**src/rtl/da_fir_pkg.sv**
```systemverilog
package da_fir_pkg;

  localparam int MAX_TAPS = 64;
  localparam int MAX_CW   = 32;

  typedef logic [MAX_TAPS*MAX_CW-1:0] coef_vec_t;

  function automatic int ceil_log2(int v);
    int r;
    r = 0;
    while ((1 << r) < v) r++;
    return r;
  endfunction

  // two's-complement coefficient idx of width cw
  function automatic longint coef_at(coef_vec_t v, int idx, int cw);
    longint c;
    c = 0;
    for (int b = 0; b < cw; b++) c[b] = v[idx*cw + b];
    if (v[idx*cw + cw - 1]) c = c - (longint'(1) << cw);
    return c;
  endfunction

  function automatic int signed_bits(longint mag);
    return ceil_log2(int'(mag) + 1) + 1;
  endfunction

  function automatic bit group_live(coef_vec_t v, int g, int grp, int taps, int cw);
    for (int j = 0; j < grp; j++) begin
      if ((g*grp + j) < taps && coef_at(v, g*grp + j, cw) != 0) return 1'b1;
    end
    return 1'b0;
  endfunction

  function automatic int kept_count(coef_vec_t v, int grp, int taps, int cw, bit trim);
    int n;
    n = 0;
    for (int g = 0; g < (taps + grp - 1) / grp; g++)
      if (!trim || group_live(v, g, grp, taps, cw)) n++;
    return n;
  endfunction

  // index of the k-th group that keeps a table
  function automatic int kept_group(coef_vec_t v, int k, int grp, int taps, int cw, bit trim);
    int n;
    n = 0;
    for (int g = 0; g < (taps + grp - 1) / grp; g++) begin
      if (!trim || group_live(v, g, grp, taps, cw)) begin
        if (n == k) return g;
        n++;
      end
    end
    return 0;
  endfunction

  function automatic int out_width(int taps, int dw, int cw, bit sgn, bit trim, coef_vec_t v);
    int     dwe;
    int     nz;
    longint mx;
    longint c;
    dwe = sgn ? dw : dw + 1;
    if (!trim) return dwe + cw + ceil_log2(taps);
    nz = 0;
    mx = 1;
    for (int k = 0; k < taps; k++) begin
      c = coef_at(v, k, cw);
      if (c != 0) nz++;
      if (c < 0) c = -c;
      if (c > mx) mx = c;
    end
    if (nz == 0) nz = 1;
    return dwe + signed_bits(mx) + ceil_log2(nz);
  endfunction

endpackage

```
**src/rtl/da_fir_taps.sv**
```systemverilog
module da_fir_taps #(
  parameter int NTAPS = 5,
  parameter int DIN_W = 10
) (
  input  logic                   clk,
  input  logic                   rst,
  input  logic                   in_valid,
  input  logic [DIN_W-1:0]       din,
  output logic [NTAPS*DIN_W-1:0] taps_flat
);

  logic [DIN_W-1:0] tap [NTAPS];

  always_ff @(posedge clk) begin
    if (rst) begin
      for (int k = 0; k < NTAPS; k++) tap[k] <= '0;
    end else if (in_valid) begin
      tap[0] <= din;
      for (int k = 1; k < NTAPS; k++) tap[k] <= tap[k-1];
    end
  end

  always_comb begin
    for (int k = 0; k < NTAPS; k++) taps_flat[k*DIN_W +: DIN_W] = tap[k];
  end

  // an accepted sample lands in the newest tap
  assert_shift_in_R8: assert property (@(posedge clk) disable iff (rst)
    in_valid |=> (taps_flat[DIN_W-1:0] == $past(din)));

  // no movement without in_valid
  assert_hold_idle_R8: assert property (@(posedge clk) disable iff (rst)
    !in_valid |=> $stable(taps_flat));

endmodule

```
**src/rtl/da_fir_rom.sv**
```systemverilog
module da_fir_rom
  import da_fir_pkg::*;
#(
  parameter int        GN = 2,
  parameter int        CW = 10,
  parameter int        TW = 11,
  parameter coef_vec_t GC = '0
) (
  input  logic                 clk,
  input  logic                 rst,
  input  logic [GN-1:0]        addr,
  output logic signed [TW-1:0] q
);

  localparam int DEPTH = 1 << GN;

  function automatic logic signed [TW-1:0] entry(int a);
    longint s;
    s = 0;
    for (int j = 0; j < GN; j++) if (a[j]) s = s + coef_at(GC, j, CW);
    return TW'(s);
  endfunction

  logic signed [TW-1:0] rom [DEPTH];

  for (genvar a = 0; a < DEPTH; a++) begin : g_ent
    assign rom[a] = entry(a);
  end

  always_ff @(posedge clk) begin
    if (rst) q <= '0;
    else     q <= rom[addr];
  end

  // no selected tap means no contribution
  assert_zero_addr_R2: assert property (@(posedge clk) disable iff (rst)
    (addr == '0) |=> (q == '0));

endmodule

```
**src/rtl/da_fir_tree.sv**
```systemverilog
module da_fir_tree
  import da_fir_pkg::*;
#(
  parameter int N_IN = 20,
  parameter int W    = 22
) (
  input  logic                clk,
  input  logic                rst,
  input  logic [N_IN*W-1:0]   terms,
  output logic signed [W-1:0] sum
);

  localparam int L = ceil_log2(N_IN);
  localparam int P = 1 << L;

  for (genvar l = 0; l <= L; l++) begin : g_lvl
    logic signed [W-1:0] node [P >> l];
    if (l == 0) begin : g_leaf
      always_comb begin
        for (int i = 0; i < P; i++) node[i] = '0;
        for (int i = 0; i < N_IN; i++) node[i] = terms[i*W +: W];
      end
    end else begin : g_add
      always_ff @(posedge clk) begin
        if (rst) begin
          for (int i = 0; i < (P >> l); i++) node[i] <= '0;
        end else begin
          for (int i = 0; i < (P >> l); i++)
            node[i] <= g_lvl[l-1].node[2*i] + g_lvl[l-1].node[2*i+1];
        end
      end
    end
  end

  assign sum = g_lvl[L].node[0];

endmodule

```
**src/rtl/da_fir.sv**
```systemverilog
module da_fir
  import da_fir_pkg::*;
#(
  parameter int        NTAPS      = 5,
  parameter int        DIN_W      = 10,
  parameter int        COEF_W     = 10,
  parameter int        GRP        = 2,
  parameter bit        DIN_SIGNED = 1'b0,
  parameter bit        TRIM_EN    = 1'b1,
  parameter coef_vec_t COEFS      = coef_vec_t'({10'h000, 10'h3C0, 10'h380, 10'h3C0, 10'h000}),
  parameter int        OUT_W      = out_width(NTAPS, DIN_W, COEF_W, DIN_SIGNED, TRIM_EN, COEFS)
) (
  input  logic             clk,
  input  logic             rst,
  input  logic             in_valid,
  input  logic [DIN_W-1:0] din,
  output logic             out_valid,
  output logic [OUT_W-1:0] y_out
);

  localparam int KEPT   = kept_count(COEFS, GRP, NTAPS, COEF_W, TRIM_EN);
  localparam int TERMS  = KEPT * DIN_W;
  localparam int TREE_L = ceil_log2(TERMS);
  localparam int TW     = COEF_W + ceil_log2(GRP);
  localparam int CNT_W  = ceil_log2(TREE_L + 4) + 1;

  logic [NTAPS*DIN_W-1:0] taps_flat;
  logic                   taps_unused;
  logic signed [TW-1:0]   tq [KEPT][DIN_W];
  logic [TERMS*OUT_W-1:0] terms;
  logic [TREE_L+1:0]      vpipe;

  da_fir_taps #(.NTAPS(NTAPS), .DIN_W(DIN_W)) u_taps (
    .clk, .rst, .in_valid, .din, .taps_flat
  );

  // taps of trimmed groups feed nothing
  assign taps_unused = ^taps_flat;

  for (genvar k = 0; k < KEPT; k++) begin : g_grp
    localparam int        G  = kept_group(COEFS, k, GRP, NTAPS, COEF_W, TRIM_EN);
    localparam int        GN = (NTAPS - G*GRP < GRP) ? (NTAPS - G*GRP) : GRP;
    localparam coef_vec_t GC = COEFS >> (G*GRP*COEF_W);
    for (genvar b = 0; b < DIN_W; b++) begin : g_bit
      logic [GN-1:0] addr;
      always_comb begin
        for (int j = 0; j < GN; j++) addr[j] = taps_flat[(G*GRP + j)*DIN_W + b];
      end
      da_fir_rom #(.GN(GN), .CW(COEF_W), .TW(TW), .GC(GC)) u_rom (
        .clk, .rst, .addr, .q(tq[k][b])
      );
    end
  end

  // weight each slice by 2^b; the sign slice of signed data subtracts
  always_comb begin
    terms = '0;
    for (int k = 0; k < KEPT; k++) begin
      for (int b = 0; b < DIN_W; b++) begin
        logic signed [OUT_W-1:0] e;
        e = OUT_W'(tq[k][b]);
        e = e <<< b;
        if (DIN_SIGNED && b == DIN_W - 1) e = -e;
        terms[(k*DIN_W + b)*OUT_W +: OUT_W] = e;
      end
    end
  end

  da_fir_tree #(.N_IN(TERMS), .W(OUT_W)) u_tree (
    .clk, .rst, .terms, .sum(y_out)
  );

  always_ff @(posedge clk) begin
    if (rst) vpipe <= '0;
    else     vpipe <= {vpipe[TREE_L:0], in_valid};
  end

  assign out_valid = vpipe[TREE_L+1];

  // samples accepted but not yet delivered
  logic [CNT_W-1:0] inflight;
  always_ff @(posedge clk) begin
    if (rst) inflight <= '0;
    else     inflight <= inflight + CNT_W'(in_valid) - CNT_W'(out_valid);
  end

  // every output belongs to an accepted sample
  assert_out_has_sample_R9: assert property (@(posedge clk) disable iff (rst)
    out_valid |-> (inflight != '0));

  // nothing is held longer than the pipeline depth
  assert_inflight_bound_R9: assert property (@(posedge clk) disable iff (rst)
    inflight <= CNT_W'(TREE_L + 2));

  // reset empties the output
  assert_reset_clear_R1: assert property (@(posedge clk)
    rst |=> (!out_valid && y_out == '0));

endmodule

```
**config.mk**
```make
export PLATFORM = sky130hd
export DESIGN_NAME = da_fir
export DESIGN_NICKNAME = d
export VERILOG_FILES = /design/src/rtl/da_fir_pkg.sv /design/src/rtl/da_fir_taps.sv /design/src/rtl/da_fir_rom.sv /design/src/rtl/da_fir_tree.sv /design/src/rtl/da_fir.sv
export SDC_FILE = /design/constraint.sdc
export NUM_CORES = 1
export LEC_CHECK = 0
export BUFFER_PORTS_ARGS = -buffer_cell sky130_fd_sc_hd__buf_2
export CAP_MARGIN = 5
export CORE_MARGIN = 3
export CORE_UTILIZATION = 55
export DETAILED_ROUTE_END_ITERATION = 12
export GPL_TIMING_DRIVEN = 0
export PLACE_DENSITY = 0.75
export REMOVE_ABC_BUFFERS = 1
export SYNTH_ARGS = -nofsm -noshare
export SYNTH_HDL_FRONTEND = slang
export SYNTH_SLANG_ARGS = --single-unit
```
**constraint.sdc**
```tcl
create_clock -name clk -period 2.4 [get_ports clk]
set_clock_uncertainty 0.1 [all_clocks]
set_input_delay 0.12 -clock clk [delete_from_list [all_inputs] [get_ports clk]]
set_output_delay 0.12 -clock clk [all_outputs]
set_load 0.02 [all_outputs]
```
After elaboration in Yosys (flattened, before gate mapping). Memories as Yosys holds them, arrays and structs flattened. Index checks and enable logic that the tools add are counted.

Reduce and logical (&&, ||, !) cells: 1. Add/sub/neg operators: 25. Bitwise logic cells: 55. Magnitude comparators: 20. Muxes and demuxes: 103.

Operator list (number): 2-to-1 mux 22 bit (31); binary-select mux 11 bit (select 2 bit) (20); 2-to-1 mux 11 bit (40); adder 22 bit (15); greater-or-equal comparator 3 bit, second input constant (20); NOT 2 -> 3 bit (20); 2-to-1 mux 10 bit (5); adder 19 x 20 -> 21 bit (2); adder 17 x 18 -> 19 bit (2); bitwise OR 1 bit (35); adder 15 x 16 -> 17 bit (2); adder 13 x 14 -> 15 bit (2); adder 11 x 12 -> 13 bit (2); OR reduction 22 bit (1); 2-to-1 mux 1 bit (7).

Register bits: 227. Bits in writable memories: 732. Word-level logic and storage cells: 231. Memories kept: 6. Input bits: 13.

Memory list: u_tree.g_lvl[1].node (words 16, width 22, rd ports 16, clocked after Yosys merged registers in 0, wr ports 16, line da_fir_tree.sv:17) `logic signed [W-1:0] node [P >> l];`; u_tree.g_lvl[2].node (words 8, width 22, rd ports 8, clocked after Yosys merged registers in 0, wr ports 8, line da_fir_tree.sv:17); u_tree.g_lvl[3].node (words 4, width 22, rd ports 4, clocked after Yosys merged registers in 0, wr ports 4, line da_fir_tree.sv:17); u_taps.tap (words 5, width 10, rd ports 4, clocked after Yosys merged registers in 0, wr ports 5, line da_fir_taps.sv:12) `logic [DIN_W-1:0] tap [NTAPS];`; u_tree.g_lvl[4].node (words 2, width 22, rd ports 2, clocked after Yosys merged registers in 0, wr ports 2, line da_fir_tree.sv:17); u_tree.g_lvl[5].node (words 1, width 22, rd ports 1, clocked after Yosys merged registers in 0, wr ports 1, line da_fir_tree.sv:17).

Logic depth before layout (Yosys ltp). Gate-level depths: netlist of run 1. An unclocked memory read counts as a cell.

Depth after elaboration: 5. Mapped depth: 8. Gate-level depth less buffers: 8.

By module. From an unflattened synthesis of run 1, not the netlist that was laid out.

Cells, all modules: 4223. Area, all modules: 36712.7 µm².

Modules (own cells, without submodules): da_fir_tree (area each 31801.8 µm², cells each 3787, sequential area each 9248.9 µm², times used 1); da_fir_taps (area each 1995.7 µm², cells each 111, sequential area each 1501.4 µm², times used 1); da_fir_rom (g_grp[1].g_bit[0].u_rom ...) (area each 160.2 µm², cells each 18, sequential area each 60.1 µm², times used 10); da_fir_rom (g_grp[0].g_bit[0].u_rom ...) (area each 112.6 µm², cells each 13, sequential area each 20.0 µm², times used 10); da_fir (area each 187.7 µm², cells each 15, sequential area each 140.1 µm², times used 1).

Least setup slack after synthesis of run 1. Ideal clock, no wire load.

Path type: register to register. Start: memory u_tree.g_lvl[1].node[0][11]. End: memory u_tree.g_lvl[2].node[0][12]. Arrival time: 2181 ps. Required time: 2172 ps. Cell stages (with the launch flop): 7. Path buffers: 0. Setup slack: -9 ps. Period minus slack after synthesis: 2409 ps. Cell sequence: dfxtp_1 -> inv_1 -> fa_1 -> fa_1 -> inv_1 -> fa_1 -> nor2b_1.

RTL lines (line): start, declared (da_fir_tree.sv:17); end, declared (da_fir_tree.sv:17).

==> flow_summary.ini, run 1 <==
[route]
post_drt_wl_per_cell_um = 12.8
ant_nets = 0
firstDrtPassIters = 5
vias = 7540
drc = 0
drt_iter0_drc = 343
wirelength_mm = 19.0
vias_per_cell = 5.07

[critical_path]
arrival_ps = 2600
crit_path_max_fanout = 5
crit_type = flop to flop
startpoint_type = flop
r2r_start = u_tree.g_lvl[1].node[0][59]
crit_path_start = u_tree.g_lvl[1].node[0][59]
worst_ep_required_time_ps = 2690
cpPeakStageDelay_ps = 420
end_kind = flop
crit_chain = ha_1, inv_1, fa_1, fa_1, inv_1, fa_1, nor2b_1
crit_slowest_cell = fa_1
worst_path_most_repeated_cell = fa_1

[sta]
period_share_pct = 96.0
fin_ws_ps = 96.2
tightest_slew_ps = 949
period_minus_slack_ps = 2300
setup_viol = 0
slew_headroom_pct = 36.7
rsz0062_at_grt = no
fmax_mhz = 434
hold_viol_final = 0
drv_slew = 0

[synth]
synthesis.area_um2 = 12200
ys_ff_latch = 285
synth_top_area_share_pct = 40.1
synth-xor-area-share_pct = 1.72
synth_compound_area_share_pct = 8.82
synth-edff-count = 40
muxShareOfSynthArea_pct = 1.17
ys_async_sr_fraction_pct = 0
synthSimpleGateAreaFrac_pct = 18.0
ys_types = 61
syn_avg_cell_area_um2 = 10.6
synth_top_family_by_area = simple AND/OR/NAND/NOR gates
yosysSeqAreaShare_pct = 49.9
synth_area_leaders = dfxtp_1, ha_1, edfxtp_1, nor2b_1, fa_1
synth-adder-area-share_pct = 16.4
ys.flop_type = dfxtp_1
synth_warnings = 0
synth_largest_area_cell = dfxtp_1
synth_cells = 1151

[grt]
grt_pass1_wl_mm = 32.8
antenna_found_initial = 0
grt_max_degree = 144
grt_usage_pct = 16.1
grt_pass1_vias = 7300
overflow = 0

[cts]
clock_sinks = 285
cts.path.max_buffers = 3
cts-root-buf = clkbuf_16
cts_tree = built
cts.htree.levels = 1
clk_pin_slew_ps = 60
cts_made_buffers = 30
clk-insertion-delay-late_ps = 540

[finish]
drive_above_1_share_pct = 9.07
design_area_um2 = 13800
fillers = 1661
instances_no_fill = 1488
antenna_cells = 0
syn_to_final_growth_pct = 13.1
num-nets-final = 1340

[power]
p_per_area_nw_per_um2 = 829
p_total_uw = 11500
leakage_uw = 0.00608
ir_worst_vdd_v = 0.000625

[floorplan]
core_region_area_um2 = 21400
rows = 53
die_h_um = 155
io_pins = 36
die_w_um = 155
die_area_um2 = 24100
start_util_pct = 57.1

[run_status]
outcome = finished clean

[placed_design]
pre_cts_slack_ps = -216
gp_congestion = 0.796
place_area_um2 = 12600
port_buffers = 29
dp.cells = 1418
hpwlAfterDp_mm = 12.6

[job]
cap_violations = 0

[hold_path]
hold_path.class = primary input to flop
hp-start = din[0]
synth_stat cells (all sizes together) (3+ instances only):
cell	n
fa	37
nor4	4
edfxtp	40
inv	78
a2111oi	7
dfxtp	245
ha	101
and2	42
a31oi	7
or2	5
mux2i	3
o31a	5
o21ai	24
nor4b	5
or3	3
nor2b	135
nand3	14
mux2	10
xnor2	18
a21o	24
or4	4
clkbuf	27
nor3	22
nor3b	11
o21a	13
nand2	19
xor2	6
o211ai	3
nand2b	9
a21boi	4
nor2	113
o31ai	4
a21oi	53
nand4	7
and3	3
buf	17
a211oi	7
flip-flops by register name (all words and copies together) (netlist names):
signal and flops:
vpipe 7, u_tree.g_lvl.node 198, u_taps.tap 40, g_grp.g_bit.u_rom.q 40
cells in the final DEF, fill, tap and decap left out, types with 28 or more instances in the layout:
cell / count
dfxtp_1: 243
nor2b_1: 134
nor2_1: 113
ha_1: 101
inv_1: 77
a21oi_1: 53
and2_1: 42
edfxtp_1: 40
fa_1: 36
clkbuf_16: 32
buf_2: 28
report_power, final:
part	internal [µW]	switching (µW)	leakage, µW
Combinational	568	704	0.00311
Clock	3010	1820	0.000520
Sequential	5210	150	0.00245
final cells by class:
cell class	count	area, µm²	area share, %
multi-input cells	749	5680	41.0
clock inverters	11	161	1.17
repair buffers	45	345	2.50
flip-flops and latches	285	6110	44.2
well taps	275	344	2.49
inverters	78	297	2.14
clock buffers	45	900	6.50
routing by layer:
layer  routed length [µm]  part of all wire, %  track usage, %
met5                    0                    0               0
met4                  350                  1.8            4.37
met3                  743                  3.9            2.89
met2                 9030                   48            28.2
met1                 8880                   47            20.4
cell families (layout without fill, tap and decap cells):
family          Yosys count  after routing
fa+ha+maj               138            138
other cells               1              6
xor+xnor                 24             24
compound gates          165            165
flops                   285            285
mux                      13             13
simple gates            403            403
buf+inv                 122            179
worst max-delay path: cells and delay by family (launching register included):
| family | cells | cell delay, ps |
|---|---|---|
| DFF | 1 | 380 |
| adders and majority gates | 4 | 1380 |
| and+or+nand+nor | 1 | 130 |
| buffers and inverters | 2 | 150 |
final timing paths:
| kind | slack (ps) | endpoint | cells past startpoint |
|---|---|---|---|
| worst min-delay path | 280 | u_taps.tap[0][0] | 3 |
| worst max register to register | 100 | u_tree.g_lvl[2].node[0][38] | 7 |
| worst max-delay path | 100 | u_tree.g_lvl[2].node[0][38] | 7 |
| worst min register to register | 330 | u_tree.g_lvl[3].node[1][6] | 1 |
per-stage QoR:
stage	utilization, %	hold WS (ps)	TNS [ps]
2_1_floorplan	-	86.7	0
3_3_place_gp	58.6	295	-623420
3_5_place_dp	58.9	299	-216
4_1_cts	64.5	262	0
5_1_grt	64.6	275	0
6_report	64.6	279	0
timing repair:
action                                  CTS  global route
resized for setup                         3             4
endpoints found under the setup margin    1             4
hold buffers                             12             0
setup buffers                             1             1
hold endpoints to repair                 23             0
gates cloned                              0             0
No activity file was read; power rests on OpenSTA's default activity.
==> run 2, diff against run 1 <==
--- a/config.mk
+++ b/config.mk
@@ -12,4 +12,5 @@
 export DETAILED_ROUTE_END_ITERATION = 12
 export GPL_TIMING_DRIVEN = 0
+export MAX_ROUTING_LAYER = met4
 export PLACE_DENSITY = 0.75
 export REMOVE_ABC_BUFFERS = 1
==> constraint.sdc (replaced) <==
create_clock -name clk -period 2.4 [get_ports clk]
set_clock_uncertainty 0.1 [all_clocks]
set_input_delay 0.12 -clock clk [delete_from_list [all_inputs] [get_ports clk]]
set_output_delay 0.12 -clock clk [all_outputs]
set_load 0.1 [all_outputs]
==> flow_summary.ini, run 2 (synthesis results as in run 1) <==
[job]
cap_violations = 0

[floorplan]
die_w_um = 155
io_pins = 36
die_h_um = 155
die_area_um2 = 24100
start_util_pct = 57.1
core_region_area_um2 = 21400
rows = 53

[placed_design]
pre_cts_slack_ps = -216
place_area_um2 = 12600
port_buffers = 29
gp_congestion = 0.808
dp.cells = 1418
hpwlAfterDp_mm = 12.6

[sta]
fmax_mhz = 433
tightest_slew_ps = 950
setup_viol = 0
fin_ws_ps = 90.5
period_share_pct = 96.2
slew_headroom_pct = 36.7
period_minus_slack_ps = 2310
hold_viol_final = 0
holdWs_ps = 280
drv_slew = 0
rsz0062_at_grt = no

[finish]
regMostFlops = u_tree.g_lvl.node
fillers = 1661
antenna_cells = 0
design_area_um2 = 13800
drive_above_1_share_pct = 9.07
largest_reg_flops = 198
num-nets-final = 1340
instances_no_fill = 1488
top_regs = u_tree.g_lvl.node: 198 flops, g_grp.g_bit.u_rom.q: 40 flops, u_taps.tap: 40 flops
syn_to_final_growth_pct = 13.1
layout_commonest_cell = dfxtp_1
final_cell_mix = dfxtp_1, nor2b_1, nor2_1

[grt]
grt_pass1_vias = 7301
overflow = 0
antenna_found_initial = 0
grt_usage_pct = 16.5
grt_max_degree = 144
grt_pass1_wl_mm = 32.8

[route]
drt_iter0_drc = 363
wirelength_mm = 19.0
drc = 0
post_drt_wl_per_cell_um = 12.7
ant_nets = 0
firstDrtPassIters = 4
vias_per_cell = 5.07
vias = 7551

[critical_path]
ff2ff_path_depth = 7
startpoint_type = flop
end_kind = flop
arrival_ps = 2600
cpPeakStageDelay_ps = 420
reg2reg_to = u_tree.g_lvl[2].node[0][38]
crit_path_max_fanout = 5
r2r_start = u_tree.g_lvl[1].node[0][59]
cp_top_family = adder cells
worst_ep_required_time_ps = 2690
worst_path_most_repeated_cell = fa_1
regToRegSetupSlack_ps = 90
crit_chain = ha_1, inv_1, fa_1, fa_1, inv_1, fa_1, nor2b_1
cp_num_buf_inv = 2
crit_type = flop to flop
crit_slowest_cell = fa_1

[cts]
cts_made_buffers = 30
cts-root-buf = clkbuf_16
cts_tree = built
cts.path.max_buffers = 3
clk_pin_slew_ps = 60
cts.htree.levels = 1
clock_sinks = 285
clk-insertion-delay-late_ps = 540

[power]
pwr-share-seq_pct = 46.1
p_per_area_nw_per_um2 = 841
switching_share_pct = 24.4
ir_worst_vdd_v = 0.000620
comb_power_share_pct = 12.4
pwr-share-clk_pct = 41.6
p_total_uw = 11600
switchingPower_uw = 2840
leakage_uw = 0.00608
intPower_uw = 8790

[hold_path]
hold_end = u_taps.tap[0][0]
hp-start = din[0]
hold_path.class = primary input to flop
holdPathStages = 3

[run_status]
outcome = finished clean
-- run 2: cell counts in the layout (fill, tap and decap cells not counted) --
No cell type changed its count.
-- run 2: how the worst max path moves through the flow --
stage                                  end  slack (ps)  depth (start not counted)                         from
2_1_floorplan  u_tree.g_lvl[2].node[0][12]           5                          6  u_tree.g_lvl[1].node[0][11]
3_3_place_gp              u_taps.tap[0][5]       -3920                          3                          rst
3_5_place_dp   u_tree.g_lvl[2].node[0][12]        -220                          6  u_tree.g_lvl[1].node[0][11]
4_1_cts        u_tree.g_lvl[2].node[0][38]           2                          7  u_tree.g_lvl[1].node[0][59]
5_1_grt        u_tree.g_lvl[2].node[0][38]          30                          7  u_tree.g_lvl[1].node[0][59]
6_report       u_tree.g_lvl[2].node[0][38]          90                          7  u_tree.g_lvl[1].node[0][59]
-- run 2: layout make-up --
class | count | area (µm²) | area share [%]
repair buffers | 45 | 345 | 2.50
flip-flops and latches | 285 | 6110 | 44.2
clock inverters | 11 | 161 | 1.17
inverters | 78 | 297 | 2.14
multi-input cells | 749 | 5680 | 41.0
clock buffers | 45 | 900 | 6.50
well taps | 275 | 344 | 2.49
-- run 2: routing by layer --
layer / vias up / track usage [%] / part of all wire [%]
met5: - / - / 0
met4: 0 / 4.37 / 2.1
met3: 36 / 2.89 / 4.5
met2: 117 / 28.3 / 48
met1: 3476 / 20.4 / 46
li1: 3922 / - / -
-- run 2: worst register-to-register path, stage by stage, from the launching register on --
cell and delay (ps):
dfxtp_2 390, ha_1 190, inv_1 50, fa_1 420, fa_1 390, inv_1 100, fa_1 400, nor2b_1 130
-- run 2: repair_timing --
| action | 4_1_cts | 5_1_grt |
|---|---|---|
| gates resized for setup | 3 | 4 |
| endpoints found under the setup margin | 1 | 4 |
| gates cloned | 0 | 0 |
| hold buffers | 12 | 0 |
| hold endpoints to repair | 23 | 0 |
| buffers inserted | 1 | 1 |
-- run 2: stage by stage --
stage	util, %	setup TNS [ps]
floorplan	-	0
global placement	58.6	-623420
detailed placement	58.9	-216
CTS	64.5	0
global route	64.6	0
finish	64.6	0
-- run 2: power groups by stage --
stage	Sequential, µW	Combinational [µW]	Clock (µW)
floorplan	5580	935	0
finish	5360	1440	4830
global placement	5460	1370	0
detailed placement	5470	1410	0
global route	5400	1630	5160
CTS	5370	1440	4940
==> run 3, diff against run 2 <==
Settings changed: PLACE_DENSITY 0.75 to 0.74, SYNTH_HIERARCHICAL from default to 1.
==> flow_summary.ini, run 3 <==
[run_status]
outcome = complete, but fails checks
violations = setup timing

[critical_path]
crit_slowest_cell = mux2_2
crit_type = flop to flop
cp_num_buf_inv = 1
startpoint_type = flop
crit_path_max_fanout = 4
crit_chain = ha_4, inv_2, fa_2, nor2b_4, o31a_1, o211ai_2, a31oi_4, a41o_1, a31oi_1, mux2_2
arrival_ps = 2920
cpPeakStageDelay_ps = 360
cp_top_family = compound AO/OA/AOI/OAI gates
worst_ep_required_time_ps = 2800
end_kind = flop

[floorplan]
rows = 93
core_region_area_um2 = 64900
die_area_um2 = 69200
start_util_pct = 55.9
die_h_um = 263
io_pins = 36
die_w_um = 263

[finish]
multi_input_area_um2 = 25400
syn_to_final_growth_pct = 16.2
largest_reg_flops = 462
fillers = 5194
design_area_um2 = 42200
regArea_um2 = 11500
antenna_cells = 0
layout_commonest_cell = nor2_1
instances_no_fill = 5286
drive_above_1_share_pct = 16.7
final_util_pct = 65.0
top_regs = u_tree/g_lvl.node: 462 flops, g_grp.g_bit.u_rom/q: 40 flops, u_taps/tap: 40 flops
final_cell_mix = nor2_1, dfxtp_1, ha_1
num-nets-final = 4821
regMostFlops = u_tree/g_lvl.node

[synth]
synthesis.area_um2 = 36300
synth_cells = 4203
syn_avg_cell_area_um2 = 8.64
synth_warnings = 6

[route]
vias_per_cell = 5.63
wirelength_mm = 84.4
vias = 29800
drt_iter0_drc = 2004
firstDrtPassIters = 5
post_drt_wl_per_cell_um = 16.0
drc = 0
ant_nets = 0

[power]
switchingPower_uw = 9660
pwr-share-seq_pct = 37.7
comb_power_share_pct = 29.8
intPower_uw = 19900
leakage_uw = 0.0194
pwr-share-clk_pct = 32.5
p_per_area_nw_per_um2 = 700
p_total_uw = 29600
ir_worst_vdd_v = 0.000561
switching_share_pct = 32.7

[cts]
clock_sinks = 549
cts-root-buf = clkbuf_16
cts.htree.levels = 2
clk_pin_slew_ps = 60
clk-insertion-delay-late_ps = 620
cts_tree = built
cts_made_buffers = 60
cts.path.max_buffers = 3

[placed_design]
place_area_um2 = 36700
dp.cells = 5018
pre_cts_slack_ps = -761
port_buffers = 35
hpwlAfterDp_mm = 56.7
gp_congestion = 0.922

[sta]
period_minus_slack_ps = 2530
drv_slew = 0
rsz0062_at_grt = yes
hold_viol_final = 0
fmax_mhz = 396
setup_viol = 25
fin_ws_ps = -127
slew_headroom_pct = 12.8
period_share_pct = 105
tightest_slew_ps = 1310

[grt]
antenna_found_initial = 3
grt_pass1_vias = 27800
grt_max_degree = 166
overflow = 0
grt_pass1_wl_mm = 135
grt_usage_pct = 23.5

[hold_path]
hold_path.class = primary input to flop

[job]
cap_violations = 0
==> run 3: final timing paths <==
| check | from | end | slack [ps] | depth (start not counted) |
|---|---|---|---|---|
| setup / recovery | u_tree/g_lvl[1].node[0][132] | u_tree/g_lvl[2].node[0][86] | -130 | 10 |
| hold / removal | rst | u_tree/g_lvl[1].node[0][19] | 6 | 2 |
| setup reg to reg | u_tree/g_lvl[1].node[0][132] | u_tree/g_lvl[2].node[0][86] | -130 | 10 |
| hold reg to reg | vpipe[5] | vpipe[6] | 340 | 1 |
==> run 3: routing by layer <==
metal | GRT usage, % | wire length (µm) | up-vias | share of wire [%]
met5 | - | 0 | - | 0
met3 | 2.79 | 3330 | 187 | 3.9
met4 | 8.23 | 3120 | 0 | 3.7
met2 | 38.2 | 39400 | 637 | 47
met1 | 30.4 | 38500 | 13900 | 46
li1 | - | - | 15100 | -
==> run 3: metrics by stage <==
step                      hold slack (ps)  setup TNS [ps]
after global placement                319        -3247820
after CTS                           -32.0            -707
final                                6.34           -1130
after global routing                 41.7           -3830
after detailed placement              321          -32610
after floorplan                      84.3            -235
==> run 3: area by class of cell <==
| class | instances | area share [%] |
|---|---|---|
| Clock buffer | 79 | 4.04 |
| Multi-Input combinational cell | 3423 | 60.2 |
| Timing Repair Buffer | 195 | 3.76 |
| Tap cell | 855 | 2.53 |
| Inverter | 151 | 1.34 |
| Clock inverter | 34 | 0.927 |
| Sequential cell | 549 | 27.2 |
==> run 3: power groups by stage <==
stage	Clock, µW	Sequential [µW]	Combinational [µW]
after floorplan	0	11400	5510
after global placement	0	11300	7360
after detailed placement	0	11200	7350
after CTS	9820	11100	7860
after global routing	10200	11200	9730
final	9610	11100	8810
==> run 3: timing repair <==
action	4_1_cts	5_1_grt
buffers inserted	78	57
hold endpoints to repair	41	0
pin swaps	99	138
resized for setup	243	261
hold buffers	24	0
endpoints found under the setup margin	107	115
